<file path="src/rtl/gpic_pkg.sv">
package gpic_pkg;

    localparam int SLOTS   = 8;
    localparam int CODE_W  = 3;
    localparam int VEC_W   = 6;
    localparam int DATA_W  = 32;
    localparam int VEC_LSB = 26;

    localparam int A_CTRL  = 0;
    localparam int A_MASK  = 1;
    localparam int A_ROUTE = 2;
    localparam int A_VLO   = 3;
    localparam int A_VHI   = 4;
    localparam int A_PRIO  = 8;

    localparam logic [1:0] ROUTE_HIGH = 2'b01;

    typedef struct packed {
        logic              hit;
        logic [CODE_W-1:0] code;
    } slot_pick_t;

    typedef struct packed {
        logic             hp_high;
        logic [VEC_W-1:0] hp_src;
    } ctrl_t;

    function automatic int slot_lsb(input int p);
        return (p <= 3) ? (32 - 3 * p) : (24 - 3 * p);
    endfunction

    function automatic logic [DATA_W-1:0] ident_prio();
        logic [DATA_W-1:0] w;
        w = '0;
        for (int p = 1; p <= SLOTS; p++) begin
            w[slot_lsb(p) +: CODE_W] = CODE_W'(p - 1);
        end
        return w;
    endfunction

endpackage

</file>
<file path="src/rtl/gpic_regs.sv">
module gpic_regs
    import gpic_pkg::*;
#(
    parameter int NUM_GROUPS = 4,
    parameter int ADDR_W     = 5
) (
    input  logic                               clk,
    input  logic                               rst,
    input  logic                               wr_en,
    input  logic [ADDR_W-1:0]                  addr,
    input  logic [DATA_W-1:0]                  wdata,
    input  logic [VEC_W-1:0]                   vec_lo,
    input  logic [VEC_W-1:0]                   vec_hi,
    output logic [DATA_W-1:0]                  rdata,
    output ctrl_t                              ctrl,
    output logic [NUM_GROUPS*SLOTS-1:0]        mask,
    output logic [NUM_GROUPS*4-1:0]            route,
    output logic [NUM_GROUPS-1:0][DATA_W-1:0]  prio
);
    localparam int NSRC    = NUM_GROUPS * SLOTS;
    localparam int ROUTE_W = NUM_GROUPS * 4;

    always_ff @(posedge clk) begin
        if (rst) begin
            ctrl  <= '0;
            mask  <= '0;
            route <= '0;
            for (int g = 0; g < NUM_GROUPS; g++) prio[g] <= ident_prio();
        end else if (wr_en) begin
            if (addr == ADDR_W'(A_CTRL)) begin
                ctrl.hp_src  <= wdata[VEC_W-1:0];
                ctrl.hp_high <= wdata[8];
            end
            if (addr == ADDR_W'(A_MASK))  mask  <= wdata[NSRC-1:0];
            if (addr == ADDR_W'(A_ROUTE)) route <= wdata[ROUTE_W-1:0];
            for (int g = 0; g < NUM_GROUPS; g++) begin
                if (addr == ADDR_W'(A_PRIO + g)) prio[g] <= wdata;
            end
        end
    end

    always_comb begin
        rdata = '0;
        if (addr == ADDR_W'(A_CTRL))  rdata = {23'b0, ctrl.hp_high, 2'b0, ctrl.hp_src};
        if (addr == ADDR_W'(A_MASK))  rdata = DATA_W'(mask);
        if (addr == ADDR_W'(A_ROUTE)) rdata = DATA_W'(route);
        if (addr == ADDR_W'(A_VLO))   rdata = {vec_lo, 26'b0};
        if (addr == ADDR_W'(A_VHI))   rdata = {vec_hi, 26'b0};
        for (int g = 0; g < NUM_GROUPS; g++) begin
            if (addr == ADDR_W'(A_PRIO + g)) rdata = prio[g];
        end
    end

endmodule

</file>
<file path="src/rtl/gpic_group_scan.sv">
module gpic_group_scan
    import gpic_pkg::*;
(
    input  logic [SLOTS-1:0]  pend,
    input  logic [DATA_W-1:0] prio,
    input  logic [3:0]        route,
    output slot_pick_t        lo_pick,
    output slot_pick_t        hi_pick
);
    logic s1_high, s2_high;
    assign s1_high = (route[3:2] == ROUTE_HIGH);
    assign s2_high = (route[1:0] == ROUTE_HIGH);

    always_comb begin
        logic [CODE_W-1:0] code;
        logic              to_high;
        lo_pick = '0;
        hi_pick = '0;
        // descending walk: the lowest slot found last takes the result
        for (int p = SLOTS; p >= 1; p--) begin
            code    = prio[slot_lsb(p) +: CODE_W];
            to_high = ((p == 1) && s1_high) || ((p == 2) && s2_high);
            if (pend[code]) begin
                if (to_high) hi_pick = '{hit: 1'b1, code: code};
                else         lo_pick = '{hit: 1'b1, code: code};
            end
        end
    end

endmodule

</file>
<file path="src/rtl/gpic_arbiter.sv">
module gpic_arbiter
    import gpic_pkg::*;
#(
    parameter int NUM_GROUPS = 4
) (
    input  logic                              clk,
    input  logic                              rst,
    input  logic [NUM_GROUPS*SLOTS-1:0]       pend_m,
    input  slot_pick_t [NUM_GROUPS-1:0]       lo_pick,
    input  slot_pick_t [NUM_GROUPS-1:0]       hi_pick,
    input  ctrl_t                             ctrl,
    output logic [VEC_W-1:0]                  vec_lo,
    output logic [VEC_W-1:0]                  vec_hi
);
    localparam int NSRC = NUM_GROUPS * SLOTS;

    logic [VEC_W-1:0] nxt_lo, nxt_hi;
    logic [NSRC-1:0]  hp_shift;
    logic             hp_ok;

    assign hp_shift = pend_m >> (ctrl.hp_src - VEC_W'(1));
    assign hp_ok    = (ctrl.hp_src != '0) && (int'(ctrl.hp_src) <= NSRC) && hp_shift[0];

    always_comb begin
        nxt_lo = '0;
        nxt_hi = '0;
        for (int g = NUM_GROUPS - 1; g >= 0; g--) begin
            if (lo_pick[g].hit) nxt_lo = VEC_W'(g * SLOTS + int'(lo_pick[g].code) + 1);
            if (hi_pick[g].hit) nxt_hi = VEC_W'(g * SLOTS + int'(hi_pick[g].code) + 1);
        end
        if (hp_ok) begin
            if (ctrl.hp_high) nxt_hi = ctrl.hp_src;
            else              nxt_lo = ctrl.hp_src;
        end
    end

    always_ff @(posedge clk) begin
        if (rst) begin
            vec_lo <= '0;
            vec_hi <= '0;
        end else begin
            vec_lo <= nxt_lo;
            vec_hi <= nxt_hi;
        end
    end

    assert_lo_live_R2: assert property (@(posedge clk) disable iff (rst)
        (vec_lo != '0) |-> ((int'(vec_lo) <= NSRC) &&
                            (|(($past(pend_m) >> (vec_lo - VEC_W'(1))) & NSRC'(1)))));

    assert_hi_live_R2: assert property (@(posedge clk) disable iff (rst)
        (vec_hi != '0) |-> ((int'(vec_hi) <= NSRC) &&
                            (|(($past(pend_m) >> (vec_hi - VEC_W'(1))) & NSRC'(1)))));

    assert_idle_zero_R3: assert property (@(posedge clk) disable iff (rst)
        (pend_m == '0) |=> (vec_lo == '0 && vec_hi == '0));

    assert_override_low_R8: assert property (@(posedge clk) disable iff (rst)
        (hp_ok && !ctrl.hp_high) |=> (vec_lo == $past(ctrl.hp_src)));

    assert_override_high_R8: assert property (@(posedge clk) disable iff (rst)
        (hp_ok && ctrl.hp_high) |=> (vec_hi == $past(ctrl.hp_src)));

endmodule

</file>
<file path="src/rtl/grp_irq_ctrl.sv">
module grp_irq_ctrl
    import gpic_pkg::*;
#(
    parameter int NUM_GROUPS = 4,
    parameter int ADDR_W     = 5
) (
    input  logic                         clk,
    input  logic                         rst,
    input  logic [NUM_GROUPS*8-1:0]      irq_src,
    input  logic                         reg_wr_en,
    input  logic [ADDR_W-1:0]            reg_addr,
    input  logic [31:0]                  reg_wdata,
    output logic [31:0]                  reg_rdata,
    output logic                         irq_low,
    output logic                         irq_high
);
    localparam int NSRC = NUM_GROUPS * SLOTS;

    ctrl_t                            ctrl;
    logic [NSRC-1:0]                  mask;
    logic [NUM_GROUPS*4-1:0]          route;
    logic [NUM_GROUPS-1:0][DATA_W-1:0] prio;
    logic [NSRC-1:0]                  pend_m;
    slot_pick_t [NUM_GROUPS-1:0]      lo_pick, hi_pick;
    logic [VEC_W-1:0]                 vec_lo, vec_hi;

    assign pend_m = irq_src & mask;

    gpic_regs #(.NUM_GROUPS(NUM_GROUPS), .ADDR_W(ADDR_W)) u_regs (
        .clk(clk), .rst(rst), .wr_en(reg_wr_en), .addr(reg_addr), .wdata(reg_wdata),
        .vec_lo(vec_lo), .vec_hi(vec_hi), .rdata(reg_rdata),
        .ctrl(ctrl), .mask(mask), .route(route), .prio(prio)
    );

    for (genvar g = 0; g < NUM_GROUPS; g++) begin : g_scan
        gpic_group_scan u_scan (
            .pend(pend_m[g*SLOTS +: SLOTS]),
            .prio(prio[g]),
            .route(route[g*4 +: 4]),
            .lo_pick(lo_pick[g]),
            .hi_pick(hi_pick[g])
        );
    end

    gpic_arbiter #(.NUM_GROUPS(NUM_GROUPS)) u_arb (
        .clk(clk), .rst(rst), .pend_m(pend_m),
        .lo_pick(lo_pick), .hi_pick(hi_pick), .ctrl(ctrl),
        .vec_lo(vec_lo), .vec_hi(vec_hi)
    );

    assign irq_low  = (vec_lo != '0);
    assign irq_high = (vec_hi != '0);

endmodule

</file>
<file path="config.mk">
export PLATFORM = sky130hd
export DESIGN_NAME = grp_irq_ctrl
export DESIGN_NICKNAME = d
export VERILOG_FILES = /design/src/rtl/gpic_pkg.sv /design/src/rtl/gpic_regs.sv /design/src/rtl/gpic_group_scan.sv /design/src/rtl/gpic_arbiter.sv /design/src/rtl/grp_irq_ctrl.sv
export SDC_FILE = /design/constraint.sdc
export NUM_CORES = 1
export LEC_CHECK = 0
export BUFFER_PORTS_ARGS = -buffer_cell sky130_fd_sc_hd__buf_2
export CAP_MARGIN = 15
export CORE_AREA = 10 10 176 178
export CTS_CLUSTER_SIZE = 40
export DETAILED_ROUTE_END_ITERATION = 8
export DIE_AREA = 0 0 186 188
export PLACE_DENSITY = 0.8
export SYNTH_ARGS = -nofsm -noshare
export SYNTH_HDL_FRONTEND = slang
export SYNTH_HIERARCHICAL = 1
export SYNTH_SLANG_ARGS = --single-unit
</file>
<file path="constraint.sdc">
create_clock -name clk -period 5.1 [get_ports clk]
set_input_delay 1.02 -clock clk [delete_from_list [all_inputs] [get_ports clk]]
set_output_delay 1.02 -clock clk [all_outputs]
set_load 0.02 [all_outputs]
</file>
### Word-level counts from Yosys, hierarchy flattened

Cells that the tools add are included.

* reduce and logical (&&, ||, !) cells: 13
* order comparisons: 33
* shift operators: 1
* bitwise operators: 1
* add/sub/neg operators: 15
* mux-type cells: 141
* eq/ne operators: 16

Operators with widths (number)
* two-way mux 32 bit: 8
* two-way mux 4 bit: 56
* less-than comparator 3 x 4 -> 1 bit (second input constant): 32
* binary-select mux 1 bit (select 3 bit): 32
* two-way mux 6 bit: 12
* adder 6 x 2 -> 6 bit (second input constant): 6
* bitwise AND 32 bit: 1
* two-way mux 1 bit: 32
* right shift 32 x 6 -> 1 bit: 1
* adder 5 x 3 -> 6 bit (first input constant): 4
* == test 5 x 4 -> 1 bit (second input constant): 4
* nonzero test 6 bit: 3
* == test 2 x 1 -> 1 bit (second input constant): 8
* AND reduction 2 bit: 7
* adder 4 x 3 -> 5 bit (first input constant): 2
* == test 5 x 2 -> 1 bit (second input constant): 2
* two-way mux 9 bit: 1
* adder 3 x 1 -> 4 bit (second input constant): 2
* less-or-equal comparator 6 bit (second input constant): 1
* subtractor 6 x 1 -> 6 bit (second input constant): 1
* == test 5 x 1 -> 1 bit (second input constant): 1
* == test 5 x 3 -> 1 bit (second input constant): 1
* zero test 5 bit: 1
* logical AND 1 bit: 2

* bits in registers: 195
* output and inout bits: 34
* bits of input ports: 72

### Depth between registers and ports, before layout

* word-level depth: 21
* depth in mapped cells: 14
* depth with buffers taken out: 14

### Modules after synthesis

Netlist, hierarchy kept.

By module, submodules not included
* gpic_regs: area each 8295.5 sq um, instances 1, cells each 1087
* gpic_group_scan: area each 1021.0 sq um, instances 4, cells each 123
* gpic_arbiter: area each 1694.1 sq um, instances 1, cells each 184
* grp_irq_ctrl: area each 227.7 sq um, instances 1, cells each 38

### Worst setup path before layout

Ideal clock, no wire load.

* kind: input to register
* from: input irq_src[27]
* to: register u_arb.vec_lo[2]
* setup time: 0.127 ns
* required time: 4.973 ns
* stages on the path: 14
* data arrival time: 3.832 ns
* path slack: 1.142 ns
* path through: and2_1 -> mux2_1 -> mux4_2 -> nor2b_1 -> a2111oi_2 -> a21bo_1 -> a41oi_2 -> ha_1 -> ha_1 -> a221oi_1 -> a21oi_1 -> nor2_1 -> a211o_1 -> mux2i_1

RTL lines
* start, declared: RTL line grp_irq_ctrl.sv:9 `input logic [NUM_GROUPS*8-1:0] irq_src,`
* end signal, assigned: RTL line gpic_arbiter.sv:42 `vec_lo <= nxt_lo;`
* end, declared: RTL line gpic_arbiter.sv:12 `output logic [VEC_W-1:0] vec_lo,`

### Final worst setup path

* from: input reg_addr[1]
* to: output reg_rdata[0]

* word-level cells in the longest chain between the ends: 10
* elaborated cells on any way between the ends: 18

RTL lines
* start, declared: RTL line grp_irq_ctrl.sv:11 `input logic [ADDR_W-1:0] reg_addr,`
* zero test 5 bit: RTL line gpic_regs.sv:44 `if (addr == ADDR_W'(A_CTRL)) rdata = {23'b0, ctrl.hp_high, 2'b0, ctrl.hp_src};`
* two-way mux 9 bit: RTL line gpic_regs.sv:44
* two-way mux 32 bit: RTL line gpic_regs.sv:45 `if (addr == ADDR_W'(A_MASK)) rdata = DATA_W'(mask);`
* two-way mux 32 bit: RTL line gpic_regs.sv:46 `if (addr == ADDR_W'(A_ROUTE)) rdata = DATA_W'(route);`
* two-way mux 32 bit: RTL line gpic_regs.sv:47 `if (addr == ADDR_W'(A_VLO)) rdata = {vec_lo, 26'b0};`
* two-way mux 32 bit: RTL line gpic_regs.sv:48 `if (addr == ADDR_W'(A_VHI)) rdata = {vec_hi, 26'b0};`
* two-way mux 32 bit (3 in a row): RTL line gpic_regs.sv:50 `if (addr == ADDR_W'(A_PRIO + g)) rdata = prio[g];`
* two-way mux 32 bit (*): RTL line gpic_regs.sv:50
* end, declared: RTL line grp_irq_ctrl.sv:13 `output logic [31:0] reg_rdata,`

Mark *: on every way between the ends. The rest lies on a longest branch, timed or not.

==> metrics.log <==
INFO  metric grt_overflow_total = 0
INFO  metric critical_path.max_fanout = 20
INFO  metric worstMarginPinSlew = 1167 ps
INFO  metric floorplan.initialDensity = 0.5205
INFO  metric setup_viol = 0
INFO  metric cts_setup_buffers = 0
INFO  metric detail_route.wirelength = 56.58 mm
INFO  metric post_synth_instance_area = 14300 um^2
INFO  metric leakage_power_total = 6.150 nW
INFO  metric worst_min_delay_path_class = reg -> reg
INFO  metric dr.first_iter.drc_count = 1946
INFO  metric met2_length = 24.35 mm
INFO  metric synth-seq-area-share = 0.2730
INFO  metric viasPerCell = 6.774
INFO  metric coreArea = 27480 um^2
INFO  metric fillCellCount = 2565
INFO  metric ir_worst_vdd = 0.2301 mV
INFO  metric vias = 14855
INFO  metric layout-drive-gt1-share = 0.1489
INFO  metric synth_cell_types = 84
INFO  metric summed_negative_setup_slack_over_all_endpoints = 0 ps
INFO  metric ctsHoldBuffers = 0
INFO  metric die-width = 186 um
INFO  metric synth.avg_cell_area = 7.941 um^2
INFO  metric synth_ff_type = sky130_fd_sc_hd__dfxtp_1
INFO  metric placed_area = 14910 um^2
INFO  metric io-pin-count = 106
INFO  metric dieArea = 34970 um^2
INFO  metric ctsLongestPathBuffers = 2
INFO  metric met3RoutedLength = 6.874 mm
INFO  metric clk-insertion-delay-late = 450 ps
INFO  metric cts_resized = 0
INFO  metric dieHeight = 188 um
INFO  metric drt-wirelength-per-cell = 25.80 um
INFO  metric via_count_of_the_first_global_routing_pass = 14103
INFO  metric antenna_cells_inserted = 0
INFO  metric timing.max_cap.violations = 0
INFO  metric grt_max_degree = 97
INFO  metric yosysWarningCount = 6
INFO  metric final.min_clock_period = 4216 ps
INFO  metric synth.ff_latch_count = 195
INFO  metric final-hold-violation-count = 0
INFO  metric power_per_cell_area = 213.9 nW/um^2
INFO  metric period_share = 0.8267
INFO  metric rsz_0062_raised_after_global_routing = no
INFO  metric final_cell_mix = 392 x sky130_fd_sc_hd__nand2_1, 195 x sky130_fd_sc_hd__dfxtp_1, 173 x sky130_fd_sc_hd__a21oi_1
INFO  metric grt_first_pass_wirelength = 85.57 mm
INFO  metric timing.critical_path.arrival = 3200 ps
INFO  metric detail_route.wirelength.met1 = 21.87 mm
INFO  metric leading_cell_type_in_the_layout_fill_and_taps_excluded = sky130_fd_sc_hd__nand2_1
INFO  metric place.gp.congestion = 1.058
INFO  metric cp-start-kind = primary input
INFO  metric route.top_layer_used = met5
INFO  metric ant_nets = 0
INFO  metric cts_max_level = 4
INFO  metric max_slew_margin = 0.2218
INFO  metric cts_sinks = 195
INFO  metric ff2ff_setup_slack = 1340 ps
INFO  metric finalHoldWorstSlack = 460.3 ps
INFO  metric antenna_violations_before_repair = 3
INFO  metric timing.fmax = 237.2 MHz
INFO  metric synth_edf_count = 0
INFO  metric fin_nets = 1920
INFO  metric grt.total_usage = 0.3166
INFO  metric drcViolationCount = 0
INFO  metric clock_tree.root_cell = sky130_fd_sc_hd__clkbuf_16
INFO  metric run_status = finished clean
INFO  metric async_reset_ff_frac = 0
INFO  metric critical_path_class = in -> out
INFO  metric cts-buffers-inserted = 17
INFO  metric fin_skew = 15.26 ps
INFO  metric syn_inst = 1801
INFO  metric detail_route.first_pass.iterations = 8
INFO  metric postLayoutCellArea = 15520 um^2
INFO  metric sum_of_internal_switching_and_leakage_power = 3.321 mW
INFO  metric final_max_slew_viol_count = 0
INFO  metric critical_path.endpoint_type = output pin
INFO  metric flow.area_growth_from_synthesis = 8.539%
INFO  metric clk_transition_reported_paths = 90 ps
INFO  metric port-buffer-count = 105
INFO  metric required = 4080 ps
INFO  metric syn_nets = 1887
INFO  metric rows = 61
INFO  metric cts_tree = yes
INFO  metric preCtsSetupSlack = 627.2 ps
INFO  metric hpwlAfterDp = 41.54 mm
INFO  metric worst_slack = 884.0 ps
==> layer usage <==
layer | vias up | GRT usage
met3 | 218 | 0.08177
met4 | 6 | 0.1780
met5 | - | 0
li1 | 6585 | -
met2 | 1047 | 0.4648
met1 | 6999 | 0.4117
==> logic make-up after synthesis <==
family / after synthesis / share of synthesized area
fa+ha+maj: 14 / 0.01225
buf+inv: 154 / 0.04969
simple gates: 838 / 0.2952
flops: 195 / 0.2730
compound gates: 409 / 0.1934
xor+xnor: 4 / 0.002450
mux: 187 / 0.1741
==> path summary, 6_finish.rpt <==
check,cells after the start,startpoint,to
setup / recovery,7,reg_addr[1],reg_rdata[0]
hold / removal,2,u_regs/prio[50],u_regs/prio[50]
setup reg to reg,13,u_regs/prio[106],u_arb/vec_lo[2]
hold reg to reg,2,u_regs/prio[50],u_regs/prio[50]
==> synthesized netlist by cell type (17+ instances only) <==
master / n / share of area
sky130_fd_sc_hd__or3_1: 19 / 0.0083
sky130_fd_sc_hd__a21oi_1: 173 / 0.061
sky130_fd_sc_hd__mux2_1: 20 / 0.016
sky130_fd_sc_hd__o21ai_0: 42 / 0.015
sky130_fd_sc_hd__and3_1: 18 / 0.0079
sky130_fd_sc_hd__buf_2: 26 / 0.0091
sky130_fd_sc_hd__nand2b_1: 32 / 0.014
sky130_fd_sc_hd__nor3b_1: 17 / 0.0089
sky130_fd_sc_hd__clkbuf_1: 71 / 0.019
sky130_fd_sc_hd__nor2b_1: 45 / 0.020
sky130_fd_sc_hd__a22o_1: 18 / 0.011
sky130_fd_sc_hd__and2_1: 38 / 0.017
sky130_fd_sc_hd__inv_1: 29 / 0.0076
sky130_fd_sc_hd__nand2_1: 392 / 0.10
sky130_fd_sc_hd__nor2_1: 64 / 0.017
sky130_fd_sc_hd__mux2i_1: 103 / 0.072
sky130_fd_sc_hd__o22ai_1: 22 / 0.0096
sky130_fd_sc_hd__dfxtp_1: 195 / 0.27
sky130_fd_sc_hd__nand3b_1: 49 / 0.026
sky130_fd_sc_hd__mux4_2: 38 / 0.060
sky130_fd_sc_hd__a211o_1: 18 / 0.011
sky130_fd_sc_hd__nand3_1: 44 / 0.015
sky130_fd_sc_hd__nor3_1: 44 / 0.015
==> sequential cells by signal, summed over array words and instances, names as in the netlist <==
register,flops
u_regs/mask,32
u_regs/prio,128
u_regs/ctrl,7
u_arb/vec_hi,6
u_arb/vec_lo,6
u_regs/route,16
==> where the power goes <==
| group | total (mW) | internal [mW] | leakage, nW | switching [mW] |
|---|---|---|---|---|
| Sequential | 1.56 | 1.54 | 1.57 | 0.0258 |
| Clock | 1.43 | 0.710 | 0.295 | 0.722 |
| Combinational | 0.327 | 0.104 | 4.28 | 0.223 |
==> per-stage QoR <==
| step | utilization | cells |
|---|---|---|
| after floorplan | - | 1801 |
| after global placement | 0.5428 | 2161 |
| after detailed placement | 0.5428 | 2161 |
| after CTS | 0.5649 | 2193 |
| after global routing | 0.5649 | 2193 |
| final | 0.5649 | 2193 |
==> cell type report <==
class,instances,area [um^2],area share
clock buffers,17,425.4,0.02741
multi-input cells,1452,9687,0.6241
well taps,346,432.9,0.02789
inverters,34,127.6,0.008222
flip-flops and latches,195,3904,0.2515
clock inverters,15,183.9,0.01185
repair buffers,134,762.0,0.04909
==> worst max-delay path, cell delays in order <==
cell and delay [ps]:
sky130_fd_sc_hd__buf_2 340, sky130_fd_sc_hd__buf_4 350, sky130_fd_sc_hd__nor3b_1 670, sky130_fd_sc_hd__o21ai_0 230
sky130_fd_sc_hd__a31oi_1 250, sky130_fd_sc_hd__nor4_1 120, sky130_fd_sc_hd__buf_2 200
No activity file was read; power rests on OpenSTA's default activity.
